## config.mk

```make
export PLATFORM = sky130hd
export DESIGN_NAME = wwin_monitor
export DESIGN_NICKNAME = d
export VERILOG_FILES = /design/src/rtl/wwin_pkg.sv /design/src/rtl/wwin_sync.sv /design/src/rtl/wwin_track.sv /design/src/rtl/wwin_rules.sv /design/src/rtl/wwin_monitor.sv
export SDC_FILE = /design/constraint.sdc
export NUM_CORES = 1
export LEC_CHECK = 0
export BUFFER_PORTS_ARGS = -buffer_cell sky130_fd_sc_hd__buf_2
export CAP_MARGIN = 5
export CORE_MARGIN = 3
export CORE_UTILIZATION = 28
export CTS_CLUSTER_SIZE = 25
export DETAILED_ROUTE_END_ITERATION = 10
export PLACE_DENSITY = 0.47
export SLEW_MARGIN = 20
export SYNTH_ARGS = -nofsm -noshare
export SYNTH_HDL_FRONTEND = slang
export SYNTH_SLANG_ARGS = --single-unit
export TNS_END_PERCENT = 5
```

## constraint.sdc

```tcl
create_clock -name clk -period 2.25 [get_ports clk]
set_clock_uncertainty 0.15 [all_clocks]
set_input_delay 0.225 -clock clk [delete_from_list [all_inputs] [get_ports clk]]
set_output_delay 0.225 -clock clk [all_outputs]
set_load 0.005 [all_outputs]
```

## src/rtl/wwin_pkg.sv

```systemverilog
package wwin_pkg;

    // Rule flag positions
    localparam int NRULES = 9;
    localparam int RB_PW  = 0;  // window too short
    localparam int RB_SE  = 1;  // select-to-close too short
    localparam int RB_AS  = 2;  // address moved as window opened
    localparam int RB_AE  = 3;  // address-to-close too short
    localparam int RB_DS  = 4;  // data setup too short
    localparam int RB_DH  = 5;  // data moved as window closed
    localparam int RB_RC1 = 6;  // address moved at close by low select / strobe
    localparam int RB_RC2 = 7;  // address moved at close by high select
    localparam int RB_AMW = 8;  // address moved inside open window

    typedef enum logic [1:0] {
        END_SELN = 2'd0,
        END_WRN  = 2'd1,
        END_SEL  = 2'd2
    } end_cause_e;

    typedef struct packed {
        logic sel_n;
        logic sel;
        logic wr_n;
    } ctl_t;

    localparam ctl_t CTL_IDLE = '{sel_n: 1'b1, sel: 1'b0, wr_n: 1'b1};

    typedef struct packed {
        logic       opened;
        logic       closed;
        logic       in_win;
        logic       addr_mv;
        logic       data_mv;
        end_cause_e cause;
    } evt_t;

    typedef enum logic [1:0] {
        LIM_PW,
        LIM_SE,
        LIM_AE,
        LIM_DS
    } lim_e;

    // Nanosecond minimum of a rule for the chosen grade
    function automatic int lim_ns(input lim_e which, input logic slow);
        int v;
        case (which)
            LIM_PW:  v = slow ? 50 : 40;
            LIM_SE:  v = slow ? 60 : 45;
            LIM_AE:  v = slow ? 60 : 45;
            default: v = slow ? 30 : 25;
        endcase
        return v;
    endfunction

    function automatic int ceil_div(input int n, input int d);
        return (n + d - 1) / d;
    endfunction

endpackage

```

## src/rtl/wwin_sync.sv

```systemverilog
module wwin_sync #(
    parameter int           W   = 1,
    parameter logic [W-1:0] RST = '0
) (
    input  logic         clk,
    input  logic         rst,
    input  logic [W-1:0] d,
    output logic [W-1:0] q
);
    logic [W-1:0] meta_q;

    always_ff @(posedge clk) begin
        if (rst) begin
            meta_q <= RST;
            q      <= RST;
        end else begin
            meta_q <= d;
            q      <= meta_q;
        end
    end
endmodule

```

## src/rtl/wwin_track.sv

```systemverilog
module wwin_track
    import wwin_pkg::*;
#(
    parameter int ADDR_W = 17,
    parameter int DATA_W = 8,
    parameter int CNT_W  = 16
) (
    input  logic              clk,
    input  logic              rst,
    input  ctl_t              ctl,
    input  logic [ADDR_W-1:0] addr,
    input  logic [DATA_W-1:0] data,
    output evt_t              evt,
    output logic [CNT_W-1:0]  win_ticks,
    output logic [CNT_W-1:0]  sel_ticks,
    output logic [CNT_W-1:0]  addr_ticks,
    output logic [CNT_W-1:0]  data_ticks
);
    localparam logic [CNT_W-1:0] CMAX = '1;

    ctl_t              ctl_q;
    logic [ADDR_W-1:0] addr_q;
    logic [DATA_W-1:0] data_q;

    logic open_now, open_q, chosen_now, chosen_q;

    function automatic logic [CNT_W-1:0] bump(input logic [CNT_W-1:0] v);
        return (v == CMAX) ? v : v + 1'b1;
    endfunction

    always_comb begin
        open_now   = !ctl.sel_n && ctl.sel && !ctl.wr_n;
        open_q     = !ctl_q.sel_n && ctl_q.sel && !ctl_q.wr_n;
        chosen_now = !ctl.sel_n && ctl.sel;
        chosen_q   = !ctl_q.sel_n && ctl_q.sel;

        evt.opened  = open_now && !open_q;
        evt.closed  = !open_now && open_q;
        evt.in_win  = open_now && open_q;
        evt.addr_mv = (addr != addr_q);
        evt.data_mv = (data != data_q);

        // several may deassert together: low select, then strobe, then high select
        if (ctl.sel_n && !ctl_q.sel_n)
            evt.cause = END_SELN;
        else if (ctl.wr_n && !ctl_q.wr_n)
            evt.cause = END_WRN;
        else
            evt.cause = END_SEL;
    end

    // Counters hold the number of samples before the current one
    always_ff @(posedge clk) begin
        if (rst) begin
            ctl_q      <= CTL_IDLE;
            addr_q     <= '0;
            data_q     <= '0;
            win_ticks  <= '0;
            sel_ticks  <= '0;
            addr_ticks <= CMAX;
            data_ticks <= CMAX;
        end else begin
            ctl_q  <= ctl;
            addr_q <= addr;
            data_q <= data;

            if (evt.opened)
                win_ticks <= CNT_W'(1);
            else if (open_now)
                win_ticks <= bump(win_ticks);
            else
                win_ticks <= '0;

            if (chosen_now && !chosen_q)
                sel_ticks <= CNT_W'(1);
            else if (chosen_now)
                sel_ticks <= bump(sel_ticks);
            else
                sel_ticks <= '0;

            addr_ticks <= evt.addr_mv ? CNT_W'(1) : bump(addr_ticks);
            data_ticks <= evt.data_mv ? CNT_W'(1) : bump(data_ticks);
        end
    end

    AST_SEL_COVERS_WIN: assert property (@(posedge clk) disable iff (rst)
        evt.closed |-> (sel_ticks >= win_ticks));

    AST_OPEN_NEEDS_IDLE_BEFORE: assert property (@(posedge clk) disable iff (rst)
        evt.opened |=> (win_ticks == CNT_W'(1)));

endmodule

```

## src/rtl/wwin_rules.sv

```systemverilog
module wwin_rules
    import wwin_pkg::*;
#(
    parameter int CNT_W     = 16,
    parameter int SAMPLE_NS = 8
) (
    input  logic              slow,
    input  evt_t              evt,
    input  logic [CNT_W-1:0]  win_ticks,
    input  logic [CNT_W-1:0]  sel_ticks,
    input  logic [CNT_W-1:0]  addr_ticks,
    input  logic [CNT_W-1:0]  data_ticks,
    output logic [CNT_W-1:0]  pw_lim,
    output logic [NRULES-1:0] hit
);
    localparam logic [CNT_W-1:0] PW_F = CNT_W'(ceil_div(lim_ns(LIM_PW, 1'b0), SAMPLE_NS));
    localparam logic [CNT_W-1:0] PW_S = CNT_W'(ceil_div(lim_ns(LIM_PW, 1'b1), SAMPLE_NS));
    localparam logic [CNT_W-1:0] SE_F = CNT_W'(ceil_div(lim_ns(LIM_SE, 1'b0), SAMPLE_NS));
    localparam logic [CNT_W-1:0] SE_S = CNT_W'(ceil_div(lim_ns(LIM_SE, 1'b1), SAMPLE_NS));
    localparam logic [CNT_W-1:0] AE_F = CNT_W'(ceil_div(lim_ns(LIM_AE, 1'b0), SAMPLE_NS));
    localparam logic [CNT_W-1:0] AE_S = CNT_W'(ceil_div(lim_ns(LIM_AE, 1'b1), SAMPLE_NS));
    localparam logic [CNT_W-1:0] DS_F = CNT_W'(ceil_div(lim_ns(LIM_DS, 1'b0), SAMPLE_NS));
    localparam logic [CNT_W-1:0] DS_S = CNT_W'(ceil_div(lim_ns(LIM_DS, 1'b1), SAMPLE_NS));

    logic [CNT_W-1:0] se_lim, ae_lim, ds_lim;

    always_comb begin
        pw_lim = slow ? PW_S : PW_F;
        se_lim = slow ? SE_S : SE_F;
        ae_lim = slow ? AE_S : AE_F;
        ds_lim = slow ? DS_S : DS_F;

        hit         = '0;
        hit[RB_PW]  = evt.closed && (win_ticks < pw_lim);
        hit[RB_SE]  = evt.closed && (sel_ticks < se_lim);
        hit[RB_AS]  = evt.opened && evt.addr_mv;
        hit[RB_AE]  = evt.closed && (addr_ticks < ae_lim);
        hit[RB_DS]  = evt.closed && (data_ticks < ds_lim);
        hit[RB_DH]  = evt.closed && evt.data_mv;
        hit[RB_RC1] = evt.closed && evt.addr_mv && (evt.cause != END_SEL);
        hit[RB_RC2] = evt.closed && evt.addr_mv && (evt.cause == END_SEL);
        hit[RB_AMW] = evt.in_win && evt.addr_mv;
    end

    always_comb begin
        AST_ONE_RECOVERY_CASE: assert ($countones(hit[RB_RC2:RB_RC1]) <= 1);
    end

endmodule

```

## src/rtl/wwin_monitor.sv

```systemverilog
module wwin_monitor
    import wwin_pkg::*;
#(
    parameter int ADDR_W    = 17,
    parameter int DATA_W    = 8,
    parameter int CNT_W     = 16,
    parameter int SAMPLE_NS = 8
) (
    input  logic              clk,
    input  logic              rst,
    input  logic              clr,
    input  logic              slow_grade,
    input  logic              sel_n_in,
    input  logic              sel_in,
    input  logic              wr_n_in,
    input  logic [ADDR_W-1:0] addr_in,
    input  logic [DATA_W-1:0] data_in,
    output logic [NRULES-1:0] viol,
    output logic [CNT_W-1:0]  win_count,
    output logic [CNT_W-1:0]  last_width,
    output logic [1:0]        last_cause
);
    ctl_t              ctl_raw, ctl_s;
    logic [ADDR_W-1:0] addr_s;
    logic [DATA_W-1:0] data_s;
    evt_t              evt;
    logic [CNT_W-1:0]  win_ticks, sel_ticks, addr_ticks, data_ticks, pw_lim;
    logic [NRULES-1:0] hit;

    assign ctl_raw = '{sel_n: sel_n_in, sel: sel_in, wr_n: wr_n_in};

    wwin_sync #(.W($bits(ctl_t)), .RST(CTL_IDLE)) u_sync_ctl (
        .clk(clk), .rst(rst), .d(ctl_raw), .q(ctl_s)
    );
    wwin_sync #(.W(ADDR_W), .RST('0)) u_sync_addr (
        .clk(clk), .rst(rst), .d(addr_in), .q(addr_s)
    );
    wwin_sync #(.W(DATA_W), .RST('0)) u_sync_data (
        .clk(clk), .rst(rst), .d(data_in), .q(data_s)
    );

    wwin_track #(.ADDR_W(ADDR_W), .DATA_W(DATA_W), .CNT_W(CNT_W)) u_track (
        .clk(clk), .rst(rst), .ctl(ctl_s), .addr(addr_s), .data(data_s),
        .evt(evt), .win_ticks(win_ticks), .sel_ticks(sel_ticks),
        .addr_ticks(addr_ticks), .data_ticks(data_ticks)
    );

    wwin_rules #(.CNT_W(CNT_W), .SAMPLE_NS(SAMPLE_NS)) u_rules (
        .slow(slow_grade), .evt(evt), .win_ticks(win_ticks), .sel_ticks(sel_ticks),
        .addr_ticks(addr_ticks), .data_ticks(data_ticks), .pw_lim(pw_lim), .hit(hit)
    );

    // Sticky flags, clear has priority over a new hit
    for (genvar r = 0; r < NRULES; r++) begin : g_flag
        logic flag_q;
        always_ff @(posedge clk) begin
            if (rst || clr)
                flag_q <= 1'b0;
            else if (hit[r])
                flag_q <= 1'b1;
        end
        assign viol[r] = flag_q;
    end

    always_ff @(posedge clk) begin
        if (rst) begin
            win_count  <= '0;
            last_width <= '0;
            last_cause <= 2'd0;
        end else if (evt.closed) begin
            win_count  <= win_count + 1'b1;
            last_width <= win_ticks;
            last_cause <= evt.cause;
        end
    end

    AST_CLR_EMPTIES: assert property (@(posedge clk) disable iff (rst)
        clr |=> (viol == '0));

    AST_FLAGS_STICKY: assert property (@(posedge clk) disable iff (rst)
        !clr |=> ((viol & $past(viol)) == $past(viol)));

    AST_COUNT_STEP: assert property (@(posedge clk) disable iff (rst)
        (win_count != $past(win_count)) |-> (win_count == $past(win_count) + 1'b1));

    AST_SHORT_WIDTH_FLAGGED: assert property (@(posedge clk) disable iff (rst)
        ((win_count != $past(win_count)) && (last_width < $past(pw_lim))) |-> viol[RB_PW]);

endmodule

```

==> flow_summary.ini <==
[finish]
drive_gt1_frac = 0.168
reg_top3 = u_sync_addr.meta_q: 17 flops, u_sync_addr.q: 17 flops, u_track.addr_q: 17 flops
fin_util = 0.356
final_cells = 1269
multiInputGateArea_um2 = 3480
regArea_um2 = 3820
n_fill_cell = 2736
fin_nets = 963
syn_to_final_growth_pct = 23.9
num_antenna_cells = 0

[floorplan]
die_h_um = 170
die_x_um = 170
start_util = 0.288
row_count = 59
core_area_um2 = 26300
ios = 75
dieArea_um2 = 29000

[synthesis]
synthesis.nets = 847
synth-seq-cells = 191
synth.most_common_cell = dfxtp_1
yosysWarnings = 0
yosysUniqueCellTypes = 57
yosysSeqAreaShare = 0.506
synth-edff-count = 0
synthArstFlopShare = 0
synth_area_um2 = 7560
ys.flop_type = dfxtp_1
synthTopCellsByCount = dfxtp_1 (191), nor2b_1 (80), nand2_1 (62), nor2_1 (58), xnor2_1 (37)
synth_area_leader_cell = dfxtp_1
yosysTopAreaCellShare = 0.506
yosys-top-cells-area = dfxtp_1 (51%), nor2b_1 (6.6%), xnor2_1 (4.3%)
syn_inst = 805
postSynthAreaPerCell_um2 = 9.39

[min_path]
holdPathStages = 3
hp-start = clr
hold_class = in -> reg

[timing]
fin_hold_ws_ns = 0.150
grt_setup_unrepaired = false
slew_headroom = 0.596
tightestPinTransition_ns = 0.590
setup_violations = 0
hold_viol = 0
fmax_mhz = 483
fin_tns_setup_ns = 0
maxSlewViolCount = 0
min_period_over_period = 0.921
min_period_ns = 2.07

[clocking]
cts_root_buffer = clkbuf_16
cts_htree_levels = 4
max-clock-path-buffers = 2
ctsResizeCount = 0
clkSlewWorstSetupHoldPaths_ns = 0.08
clock-sinks = 191
clk_latency_ns = 0.43
cts_tree = yes
cts_setup_buffers = 0
postCtsHoldBufs = 29
cts_made_buffers = 17

[global_route]
grt_pass1_vias = 5489
grt_overflow_total = 0
grt_max_degree = 94
grt_usage = 0.118
grt_pass1_wl_um = 28000
antenna_found_initial = 0

[routing]
totalWireLength_um = 16400
drtIter0Drc = 300
via_per_inst = 4.49
vias = 5692
wire_per_inst_um = 12.9
firstDrtPassIters = 4
ant_nets = 0
drc = 0

[pwr]
ir_drop_uv = 510
p_per_area_nw_per_um2 = 764
leakage_nw = 3.56

[status]
status = finished clean

[worst_setup_path]
start_kind = flop
path_class = reg -> reg
worstPathArrival_ns = 2.23
worstRegToRegCells = 7
worstPathMaxFanout = 5
timing.rr.start = u_track.sel_ticks[1]$_SDFFE_PP0P_
cp-startpoint = u_track.sel_ticks[1]$_SDFFE_PP0P_
crit_required_ns = 2.41
critPathCaptureType = flop

[run]
max_cap_viol_count = 0

[placement]
placed_cells = 1208
place_congestion = 0.799
hpwl_um = 11400
placement.io_buffers = 74
layout by cell type (no fill, tap or decap), types with 15 or more instances in the layout:
cell type and instances:
o21ai_0 15, clkbuf_16 17, nor2b_1 80, o21ai_1 30, nand3_1 32, buf_2 73
dfxtp_1 191, dlygate4sd3_1 29, nand4_1 20, a21oi_1 33, nor2_1 58, buf_4 35
nor3_1 30, xor2_1 35, nand2_1 62, xnor2_1 37
worst max-delay path, cell delays in order (launching register included):
cell and delay (ns):
dfxtp_1 0.40, ha_1 0.19, nand4_1 0.15, or4_1 0.52, buf_4 0.17, o2111ai_2 0.17, xor2_1 0.16, nor2_1 0.05
power by group:
group	switching [mW]	total, mW	internal (mW)
logic	0.183	0.381	0.199
registers	0.0858	3.57	3.49
clock network	1.55	3.20	1.65
metrics by stage:
| stage | worst slack [ns] | cell area [um2] | power (mW) |
|---|---|---|---|
| 2_1_floorplan | 0.264 | 7560 | 3.88 |
| 3_3_place_gp | 0.236 | 8420 | 4.00 |
| 3_5_place_dp | 0.194 | 8420 | 4.00 |
| 4_1_cts | 0.182 | 9370 | 7.29 |
| 5_1_grt | 0.0245 | 9370 | 7.49 |
| 6_report | 0.177 | 9370 | 7.16 |
routing by layer:
layer,track usage,vias to the layer above,wire length (um)
met5,0,-,0
met4,0.0346,0,135
met3,0.0258,6,447
met2,0.176,73,7230
met1,0.170,2594,8580
li1,-,3019,-
worst paths after layout:
kind | end | slack [ns]
max | u_track.sel_ticks[11]$_SDFFE_PP0P_ | 0.18
max reg2reg | u_track.sel_ticks[11]$_SDFFE_PP0P_ | 0.18
min reg2reg | u_sync_ctl.q[2]$_SDFF_PP1_ | 0.27
min | g_flag[1].flag_q$_SDFFE_PP0P_ | 0.15
layout make-up:
cell class,count,share of cell area
clock inverter,15,0.0240
inverter,13,0.00521
multi-input combinational,560,0.372
timing repair buffer,138,0.100
sequential,191,0.408
clock buffer,17,0.0454
tap,335,0.0448
logic make-up after synthesis:
| group | share of synthesized area |
|---|---|
| AOI/OAI and AO/OA | 0.0894 |
| DFF | 0.506 |
| muxes | 0.0134 |
| adders and majority gates | 0.0166 |
| and+or+nand+nor | 0.258 |
| buffers and inverters | 0.0329 |
| xor gates and xnor gates | 0.0834 |
No activity file was read; power rests on OpenSTA's default activity.
